<file path="src/rtl/irqc_pkg.sv">
package irqc_pkg;

  localparam int WORD_W = 32;

  typedef enum logic [1:0] {
    ALIAS_EN_SET = 2'd0,
    ALIAS_EN_CLR = 2'd1,
    ALIAS_PD_SET = 2'd2,
    ALIAS_PD_CLR = 2'd3
  } alias_e;

  // number of implemented lines that land in word w
  function automatic int lanes_in_word(input int lines, input int w);
    int rem;
    rem = lines - w * WORD_W;
    if (rem >= WORD_W) return WORD_W;
    if (rem > 0) return rem;
    return 0;
  endfunction

endpackage

</file>
<file path="src/rtl/irqc_rst_sync.sv">
module irqc_rst_sync (
  input  logic clk_i,
  input  logic rst_ni,
  output logic rst_no
);

  logic [1:0] sync_q;
  logic [1:0] sync_d;

  always_comb begin
    sync_d = {sync_q[0], 1'b1};
  end

  always_ff @(posedge clk_i or negedge rst_ni) begin
    if (!rst_ni) sync_q <= 2'b00;
    else         sync_q <= sync_d;
  end

  assign rst_no = sync_q[1];

endmodule

</file>
<file path="src/rtl/irqc_bus_decode.sv">
module irqc_bus_decode #(
  parameter int NUM_WORDS = 2,
  parameter int WIDX_W    = 2,
  localparam int ADDR_W   = WIDX_W + 2
) (
  input  logic                 bus_wr_i,
  input  logic [ADDR_W-1:0]    bus_addr_i,
  output logic [NUM_WORDS-1:0] en_set_stb_o,
  output logic [NUM_WORDS-1:0] en_clr_stb_o,
  output logic [NUM_WORDS-1:0] pd_set_stb_o,
  output logic [NUM_WORDS-1:0] pd_clr_stb_o,
  output logic                 rd_pend_o,
  output logic [WIDX_W-1:0]    rd_idx_o
);
  import irqc_pkg::*;

  alias_e            kind;
  logic [WIDX_W-1:0] idx;

  assign kind = alias_e'(bus_addr_i[ADDR_W-1 -: 2]);
  assign idx  = bus_addr_i[WIDX_W-1:0];

  // a write strobe exists only for implemented words; others fall away
  for (genvar w = 0; w < NUM_WORDS; w++) begin : g_word_stb
    logic hit;
    assign hit             = bus_wr_i && (int'(idx) == w);
    assign en_set_stb_o[w] = hit && (kind == ALIAS_EN_SET);
    assign en_clr_stb_o[w] = hit && (kind == ALIAS_EN_CLR);
    assign pd_set_stb_o[w] = hit && (kind == ALIAS_PD_SET);
    assign pd_clr_stb_o[w] = hit && (kind == ALIAS_PD_CLR);
  end

  assign rd_pend_o = (kind == ALIAS_PD_SET) || (kind == ALIAS_PD_CLR);
  assign rd_idx_o  = idx;

endmodule

</file>
<file path="src/rtl/irqc_word.sv">
module irqc_word #(
  parameter int LANES = 32
) (
  input  logic             clk_i,
  input  logic             rst_ni,
  input  logic             en_set_i,
  input  logic             en_clr_i,
  input  logic             pd_set_i,
  input  logic             pd_clr_i,
  input  logic [LANES-1:0] wdata_i,
  input  logic [LANES-1:0] req_i,
  output logic [LANES-1:0] en_o,
  output logic [LANES-1:0] pend_o
);

  logic [LANES-1:0] en_q, en_d;
  logic             en_we;
  logic [LANES-1:0] pend_q, pend_d;
  logic [LANES-1:0] req_q;
  logic [LANES-1:0] relatch_q, relatch_d;
  logic [LANES-1:0] rise, set_m, clr_m;

  always_comb begin
    en_we = en_set_i || en_clr_i;
    en_d  = en_q;
    if (en_set_i) en_d = en_q | wdata_i;
    if (en_clr_i) en_d = en_q & ~wdata_i;
  end

  // every set source outranks a clear landing in the same cycle
  always_comb begin
    rise      = req_i & ~req_q;
    set_m     = rise | (pd_set_i ? wdata_i : '0) | (relatch_q & req_i);
    clr_m     = pd_clr_i ? wdata_i : '0;
    pend_d    = (pend_q & ~clr_m) | set_m;
    relatch_d = clr_m & req_i & ~set_m;
  end

  always_ff @(posedge clk_i or negedge rst_ni) begin
    if (!rst_ni) begin
      en_q <= '0;
    end else if (en_we) begin
      en_q <= en_d;
    end
  end

  always_ff @(posedge clk_i or negedge rst_ni) begin
    if (!rst_ni) begin
      pend_q    <= '0;
      req_q     <= '0;
      relatch_q <= '0;
    end else begin
      pend_q    <= pend_d;
      req_q     <= req_i;
      relatch_q <= relatch_d;
    end
  end

  assign en_o   = en_q;
  assign pend_o = pend_q;

endmodule

</file>
<file path="src/rtl/irqc_lowest_sel.sv">
module irqc_lowest_sel #(
  parameter int N    = 48,
  parameter int ID_W = 6
) (
  input  logic [N-1:0]    hit_i,
  output logic            valid_o,
  output logic [ID_W-1:0] id_o
);

  // scan from the top so that the lowest set index is written last
  always_comb begin
    valid_o = 1'b0;
    id_o    = '0;
    for (int i = N - 1; i >= 0; i--) begin
      if (hit_i[i]) begin
        valid_o = 1'b1;
        id_o    = ID_W'(i);
      end
    end
  end

endmodule

</file>
<file path="src/rtl/irq_enable_ctrl.sv">
module irq_enable_ctrl #(
  parameter int NUM_LINES = 48,
  parameter int WIDX_W    = 2,
  localparam int NUM_WORDS = (NUM_LINES + 31) / 32,
  localparam int ADDR_W    = WIDX_W + 2,
  localparam int ID_W      = (NUM_LINES > 1) ? $clog2(NUM_LINES) : 1
) (
  input  logic                 clk_i,
  input  logic                 rst_ni,
  input  logic                 bus_wr_i,
  input  logic [ADDR_W-1:0]    bus_addr_i,
  input  logic [31:0]          bus_wdata_i,
  output logic [31:0]          bus_rdata_o,
  input  logic [NUM_LINES-1:0] irq_req_i,
  output logic                 core_irq_o,
  output logic                 active_valid_o,
  output logic [ID_W-1:0]      active_id_o
);
  import irqc_pkg::*;

  localparam int PAD_W = NUM_WORDS * WORD_W;

  logic                 rst_n;
  logic [NUM_WORDS-1:0] en_set_stb, en_clr_stb, pd_set_stb, pd_clr_stb;
  logic                 rd_pend;
  logic [WIDX_W-1:0]    rd_idx;
  logic [NUM_LINES-1:0] en_flat, pend_flat, hit;
  logic [PAD_W-1:0]     en_pad, pend_pad;

  irqc_rst_sync u_rst (
    .clk_i  (clk_i),
    .rst_ni (rst_ni),
    .rst_no (rst_n)
  );

  irqc_bus_decode #(
    .NUM_WORDS (NUM_WORDS),
    .WIDX_W    (WIDX_W)
  ) u_dec (
    .bus_wr_i     (bus_wr_i),
    .bus_addr_i   (bus_addr_i),
    .en_set_stb_o (en_set_stb),
    .en_clr_stb_o (en_clr_stb),
    .pd_set_stb_o (pd_set_stb),
    .pd_clr_stb_o (pd_clr_stb),
    .rd_pend_o    (rd_pend),
    .rd_idx_o     (rd_idx)
  );

  for (genvar w = 0; w < NUM_WORDS; w++) begin : g_word
    localparam int LO    = w * WORD_W;
    localparam int LANES = lanes_in_word(NUM_LINES, w);
    irqc_word #(
      .LANES (LANES)
    ) u_word (
      .clk_i    (clk_i),
      .rst_ni   (rst_n),
      .en_set_i (en_set_stb[w]),
      .en_clr_i (en_clr_stb[w]),
      .pd_set_i (pd_set_stb[w]),
      .pd_clr_i (pd_clr_stb[w]),
      .wdata_i  (bus_wdata_i[LANES-1:0]),
      .req_i    (irq_req_i[LO +: LANES]),
      .en_o     (en_flat[LO +: LANES]),
      .pend_o   (pend_flat[LO +: LANES])
    );
  end

  assign en_pad   = PAD_W'(en_flat);
  assign pend_pad = PAD_W'(pend_flat);

  always_comb begin
    bus_rdata_o = '0;
    for (int w = 0; w < NUM_WORDS; w++) begin
      if (int'(rd_idx) == w) begin
        bus_rdata_o = rd_pend ? pend_pad[w*WORD_W +: WORD_W]
                              : en_pad[w*WORD_W +: WORD_W];
      end
    end
  end

  assign hit        = en_flat & pend_flat;
  assign core_irq_o = |hit;

  irqc_lowest_sel #(
    .N    (NUM_LINES),
    .ID_W (ID_W)
  ) u_sel (
    .hit_i   (hit),
    .valid_o (active_valid_o),
    .id_o    (active_id_o)
  );

endmodule

</file>
<file path="config.mk">
export PLATFORM = sky130hd
export DESIGN_NAME = irq_enable_ctrl
export DESIGN_NICKNAME = d
export VERILOG_FILES = /design/src/rtl/irqc_pkg.sv /design/src/rtl/irqc_rst_sync.sv /design/src/rtl/irqc_bus_decode.sv /design/src/rtl/irqc_word.sv /design/src/rtl/irqc_lowest_sel.sv /design/src/rtl/irq_enable_ctrl.sv
export SDC_FILE = /design/constraint.sdc
export NUM_CORES = 1
export LEC_CHECK = 0
export ABC_AREA = 0
export BUFFER_PORTS_ARGS = -buffer_cell sky130_fd_sc_hd__buf_4
export CORE_ASPECT_RATIO = 1.2
export CORE_UTILIZATION = 55
export CTS_CLUSTER_DIAMETER = 150
export CTS_CLUSTER_SIZE = 14
export DETAILED_ROUTE_END_ITERATION = 8
export GPL_TIMING_DRIVEN = 0
export HOLD_SLACK_MARGIN = 0.03
export PLACE_DENSITY = 0.88
export SLEW_MARGIN = 25
export SYNTH_ARGS = -nofsm -noshare
export SYNTH_HDL_FRONTEND = slang
export SYNTH_SLANG_ARGS = --single-unit
</file>
<file path="constraint.sdc">
create_clock -name clk_i -period 8.38 [get_ports clk_i]
set_clock_uncertainty 0.1 [all_clocks]
set_input_delay 0.838 -clock clk_i [delete_from_list [all_inputs] [get_ports clk_i]]
set_output_delay 0.838 -clock clk_i [all_outputs]
set_load 0.05 [all_outputs]
</file>
Word level (Yosys, flattened, before mapping). Index checks and enable logic that the tools add are counted.

Logic and storage cells: 170. Register bits: 194. Output and inout bits: 40. Bits of input ports: 87.

Equal/unequal tests: 4. Reductions and logical operators: 20. Mux-type cells: 108. Bitwise operators: 29.

Operators by type and width (number): $mux 6 (48); $mux 32 (7); $and 32x32->32 (6); $not 32->32 (4); $or 32x32->32 (4); $and 16x16->16 (6); $mux 16 (5); $not 16->16 (4); $or 16x16->16 (4); $and 48x48->48 (1); $mux 1 (48); $reduce_or 48->1 (1); $logic_and 1x1->1 (10); $eq 2x2->1 const B (3); $logic_not 2->1 (2); $reduce_and 2->1 (2); $reduce_bool 2->1 (2); $logic_or 1x1->1 (3); $eq 2x1->1 const B (1).

Depth between registers and ports, before layout. Gate-level depths: netlist of run 1.

Depth after elaboration: 49. Mapped depth: 8. Mapped depth without buffers: 6.

By module. A second synthesis of run 1 with hierarchy kept.

Cell total of the unflattened synthesis: 821. Area total of the unflattened synthesis: 9002.4 µm².

By module, submodules not included: irqc_word (g_word[0].u_word) (seq. area each 3203.1 µm², cells each 369, area an instance 4640.7 µm², instances 1); irqc_word (g_word[1].u_word) (seq. area each 1601.5 µm², cells each 186, area an instance 2439.8 µm², instances 1); irq_enable_ctrl (seq. area each 0.0 µm², cells each 139, area an instance 1144.8 µm², instances 1); irqc_lowest_sel (seq. area each 0.0 µm², cells each 108, area an instance 630.6 µm², instances 1); irqc_bus_decode (seq. area each 0.0 µm², cells each 16, area an instance 92.6 µm², instances 1); irqc_rst_sync (seq. area each 50.0 µm², cells each 3, area an instance 53.8 µm², instances 1).

Least setup slack after synthesis of run 1. OpenSTA, ideal clock, no wires.

Kind: flip-flop to output port. Start point: register with a tool-made name. End point: output port active_id_o[5]. Path slack: 5.058 ns. Data required time: 7.442 ns. Path buffers: 0. Cell stages (with the launch flop): 5. Arrival: 2.384 ns. Path through: dfrtp_1 -> a22o_2 -> a221o_1 -> nor3_2 -> nor3b_1.

RTL lines: to (decl) (line irq_enable_ctrl.sv:17) `output logic [ID_W-1:0] active_id_o`.

==> flow_summary.ini, run 1 <==
[synthesis]
synth_edf_count = 0
ys_seq_area_frac = 0.5573
synth-async-reset-ratio = 1.000
synthCells = 851
synth_nets = 938
avgSynthCellArea_um2 = 10.24
synth.distinct_cells = 50
ys_seq_elements = 194
synth-main-ff-cell = dfrtp_1
synth_area_mm2 = 0.008711
ys_warn_count = 0

[pwr]
ir_drop_v = 0.0001473
power.density_mw_per_mm2 = 220.9
p_leak_nw = 4.747

[clocking]
h-tree-depth = 4
cts_resized = 0
cts_tree = yes
postCtsHoldBufs = 0
clock_latency_ns = 0.44
clockBufferDepth = 2
post_cts_buffers = 0
cts_buffers = 17
cts_root_buffer = clkbuf_16
clock-sinks = 194
path_clk_slew_ns = 0.07

[sta]
drv_slew = 0
fin_tns_setup_ns = 0
slew_headroom = 0.5308
setup_violations = 0
tightest_slew_ns = 0.6974
min_period_ns = 3.504
setup_slack_ns = 4.876
fmax_ghz = 0.2854
min_period_over_period = 0.4182
grt_setup_unrepaired = no
hold_violations = 0

[finish]
final_core_util = 0.6802
insertedDiodeCount = 0
final_nets = 1084
drive_gt1_frac = 0.2022
syn_to_final_growth_pct = 21.14
final_cell_mix = dfrtp_1, nand2_1, buf_4
layout_commonest_cell = dfrtp_1

[global_route]
antenna_found_initial = 0
overflow = 0
grt_max_degree = 57
grt_pass1_wl_um = 36620
grt_usage = 0.2989
grt_pass1_vias = 7348

[critical_path]
r2r_cells = 2
critPathMaxFanout = 5
r2r_setup_slack_ns = 6.97
crit_buf_inv = 1
timing.rr.start = u_rst.sync_q[1]
critPathCapture = active_id_o[1]
setup.worst_path.start_class = register
slowest_delay_ns = 0.43
path_cells = a22o_1 -> o2111ai_1 -> nand3_1 -> a41oi_1 -> o21ai_1 -> a211oi_2 -> buf_4
cpLargestDelayFamily = compound AO/OA/AOI/OAI gates
required_ns = 7.44
end_kind = output port
critical_path_class = reg2out
cp.depth = 7
crit_arrival_ns = 2.57
crit_slowest_cell = dfrtp_1

[floorplan]
placementRows = 50
die-area_mm2 = 0.01635
core_mm2 = 0.01551
die_h_um = 139.9
start_util = 0.5615
ios = 127
die_w_um = 116.9

[route]
drt_iter0_drc = 1063
ant_nets = 0
wl_per_cell_um = 18.87
drc = 0
num_vias = 7461
via_per_inst = 6.131
finalWirelength_um = 22970
firstDrtPassIters = 6

[placement]
dpl.hpwl_um = 16240
io_buffer_count = 124
dpl_worst_slack_ns = 5.066
gp_congestion = 0.8858

[flow_run]
cap_violations = 0

[min_path]
min_path_type = in2async

[outcome]
outcome = completed
-- per-stage QoR --
| step | cells | hold WS (ns) | power [mW] | area [µm²] |
|---|---|---|---|---|
| CTS | 1217 | 0.06438 | 2.327 | 10550 |
| detailed placement | 1186 | 0.2397 | 1.543 | 9988 |
| global route | 1217 | 0.06067 | 2.418 | 10550 |
| global placement | 1183 | 0.2356 | 1.520 | 9902 |
| finish | 1217 | 0.07218 | 2.331 | 10550 |
| floorplan | 851 | 0.2312 | 1.376 | 8711 |
-- where the power goes --
| part | switching [mW] | total (mW) | internal, mW |
|---|---|---|---|
| sequential | 0.0771 | 1.08 | 1.01 |
| clock | 0.354 | 0.791 | 0.437 |
| combinational | 0.275 | 0.455 | 0.180 |
| total | 0.705 | 2.33 | 1.63 |
-- worst min-delay path by stage --
stage | to | slack [ns] | cells past startpoint
after floorplan | u_rst.sync_q[1] | 0.23 | 0
after global placement | u_rst.sync_q[1] | 0.24 | 0
after detailed placement | u_rst.sync_q[1] | 0.24 | 0
after CTS | u_rst.sync_q[1] | 0.06 | 1
after global routing | u_rst.sync_q[1] | 0.06 | 1
final | u_rst.sync_q[1] | 0.07 | 1
-- layer usage --
layer | routed length, µm | global-route usage | vias up
li1 | - | - | 3299
met1 | 8885 | 0.3896 | 3636
met2 | 11240 | 0.4668 | 439
met3 | 1928 | 0.06098 | 87
met4 | 909 | 0.1639 | 0
met5 | 0 | 0 | -
-- kinds of logic (layout without fill, tap and decap cells) --
group	after synthesis	in the layout	synth area share
other	1	1	0.0004305
AND/OR/NAND/NOR	334	334	0.1801
AO/OA/AOI/OAI	165	165	0.1445
flip-flops	194	194	0.5573
multiplexers	32	32	0.05975
buffers and inverters	125	283	0.05789
-- area by class of cell --
type | instances | area, µm²
well taps | 208 | 260.3
inverters | 98 | 367.9
clock buffers | 17 | 425.4
clock inverters | 14 | 138.9
fillers | 1147 | 4962
flip-flops and latches | 194 | 4858
repair buffers | 127 | 1013
plain buffers | 27 | 136.4
multi-input cells | 532 | 3352
-- worst register-to-register path, cell delays in order, from the launching register on --
cell and delay [ns]:
dfrtp_4 0.82, buf_16 0.32, buf_16 0.30
-- Yosys cell counts, drive strengths merged, types with 4 or more instances --
library cell	n	share of area
nor2	27	0.013
a222oi	51	0.059
nand2	163	0.070
inv	98	0.042
buf	18	0.012
nor2b	16	0.011
dfrtp	194	0.56
a22oi	11	0.010
nand3	16	0.0092
a21oi	16	0.0092
nand2b	50	0.036
a211oi	4	0.0040
a31oi	16	0.011
a22o	6	0.0062
mux2i	16	0.018
clkbuf	9	0.0039
o21ai	40	0.023
mux4	16	0.041
nor3	50	0.029
Note: power is estimated with default switching activity, not from simulation.
==> run 2: changes to the inputs <==
==> constraint.sdc (replaced) <==
create_clock -name clk_i -period 3.6 [get_ports clk_i]
set_clock_uncertainty 0.1 [all_clocks]
set_input_delay 0.36 -clock clk_i [delete_from_list [all_inputs] [get_ports clk_i]]
set_output_delay 0.36 -clock clk_i [all_outputs]
set_load 0.05 [all_outputs]
==> run 2 against run 1 <==
  * The flow now finishes with violations (design-rule violations)
  * Via count increased by 3.9%
  * Total power grew 130%
  * Sequential share of layout area down 2.1 points
  * Combinational power grew 150%
  * Critical path depth stayed put
  * Hold slack worse by 0.012 ns
  * Global-route usage rose by 1.9 points
  * Highest routed layer unchanged
==> flow_summary.ini, run 2 (synthesis gave the netlist of run 1 again) <==
[placement]
dpl.hpwl_um = 16190
io_buffer_count = 124
gp_congestion = 0.8592
dpl_worst_slack_ns = 1.103
dpl_cell_area_mm2 = 0.01000

[finish]
drive_gt1_frac = 0.1926
insertedDiodeCount = 0
final_nets = 1134
syn_to_final_growth_pct = 26.80
fin_area_mm2 = 0.01105
layout_commonest_cell = dfrtp_1
final_cell_mix = dfrtp_1, nand2_1, buf_4

[global_route]
grt_usage = 0.3180
antenna_found_initial = 0
grt_pass1_vias = 7764
grt_max_degree = 55
grt_pass1_wl_um = 38950
overflow = 0

[pwr]
ir_drop_v = 0.0003717
p_leak_nw = 4.936
power.density_mw_per_mm2 = 493.4
power_mw = 5.450

[floorplan]
die-area_mm2 = 0.01635
ios = 127
die_h_um = 139.9
core_mm2 = 0.01551
placementRows = 50
start_util = 0.5615
die_w_um = 116.9

[route]
drc = 1
wl_per_cell_um = 19.28
via_per_inst = 6.121
ant_nets = 0
top_layer_used = met4
firstDrtPassIters = 9
met2WireLength_um = 12430
finalWirelength_um = 24430
num_vias = 7755
drt_iter0_drc = 1221
met1_length_um = 8848
wl_met3_um = 2274

[critical_path]
setup.worst_path.start_class = register
crit_arrival_ns = 2.56
critPathMaxFanout = 4
required_ns = 3.14
critical_path_class = reg2out
end_kind = output port
r2r-end = g_word[0].u_word.pend_o[22]
r2r_cells = 2
timing.rr.start = g_word[0].u_word.pend_o[22]
r2r_setup_slack_ns = 2.40

[min_path]
min_path_type = in2reg
min_from = bus_wdata_i[8]
min_path_cells = 2

[sta]
grt_setup_unrepaired = no
tightest_slew_ns = 0.6706
min_period_ns = 3.023
setup_violations = 0
hold_ws_ns = 0.06051
drv_slew = 0
fmax_ghz = 0.3308
min_period_over_period = 0.8396
hold_violations = 0
setup_slack_ns = 0.5773
slew_headroom = 0.5488

[outcome]
violations = design-rule violations
outcome = complete, but fails checks

[clocking]
path_clk_slew_ns = 0.07
cts_buffers = 17
clockBufferDepth = 2
clock-sinks = 194
clock_latency_ns = 0.44
cts_tree = yes
h-tree-depth = 4
cts_root_buffer = clkbuf_16

[flow_run]
cap_violations = 0
run 2: per-layer routing:
layer	up-vias	global-route usage
li1	3400	-
met1	3764	0.4022
met2	508	0.5045
met3	83	0.07491
met4	0	0.1686
met5	-	0
run 2: what timing repair did:
action                                 in CTS  in global routing
buffers inserted                            0                  0
hold buffers                               49                  0
endpoints found under the hold margin      50                  0
resized for setup                           0                  0
run 2: worst max path at each step:
stage | from | end | cells past startpoint
after global routing | register | active_id_o[1] | 7
after global placement | u_rst.sync_q[1] | g_word[0].u_word.req_q[6] | 0
after CTS | register | active_id_o[1] | 7
after detailed placement | register | active_id_o[1] | 7
after floorplan | u_rst.sync_q[1] | async pin | 0
final | register | active_id_o[1] | 7
run 2: stage by stage:
stage / setup TNS [ns] / utilization / cells
finish: 0 / 0.7119 / 1267
global route: 0 / 0.7119 / 1267
CTS: 0 / 0.7119 / 1267
detailed placement: 0 / 0.6446 / 1187
global placement: -133.91 / 0.6383 / 1183
floorplan: 0 / - / 851
run 2: worst max-delay path: stages, from the launching register on:
cell and delay [ns]:
dfrtp_1 0.43, a22oi_2 0.30, a221oi_2 0.06, a2111o_1 0.38, a41oi_1 0.20, o21ai_1 0.17
a211oi_2 0.32, buf_4 0.25
run 2: layout make-up:
cell class / count / area, µm²
buffer: 27 / 136.4
clock inverter: 12 / 111.4
tap: 208 / 260.3
multi-input combinational: 532 / 3352
sequential: 194 / 4858
timing repair buffer: 177 / 1516
inverter: 98 / 367.9
fill: 1077 / 4469
clock buffer: 19 / 442.9
run 2: power by group:
group / leakage [nW] / internal (mW) / total [mW] / switching [mW]
logic: 2.39 / 0.456 / 1.12 / 0.663
registers: 2.28 / 2.35 / 2.52 / 0.175
clock network: 0.265 / 0.969 / 1.81 / 0.841
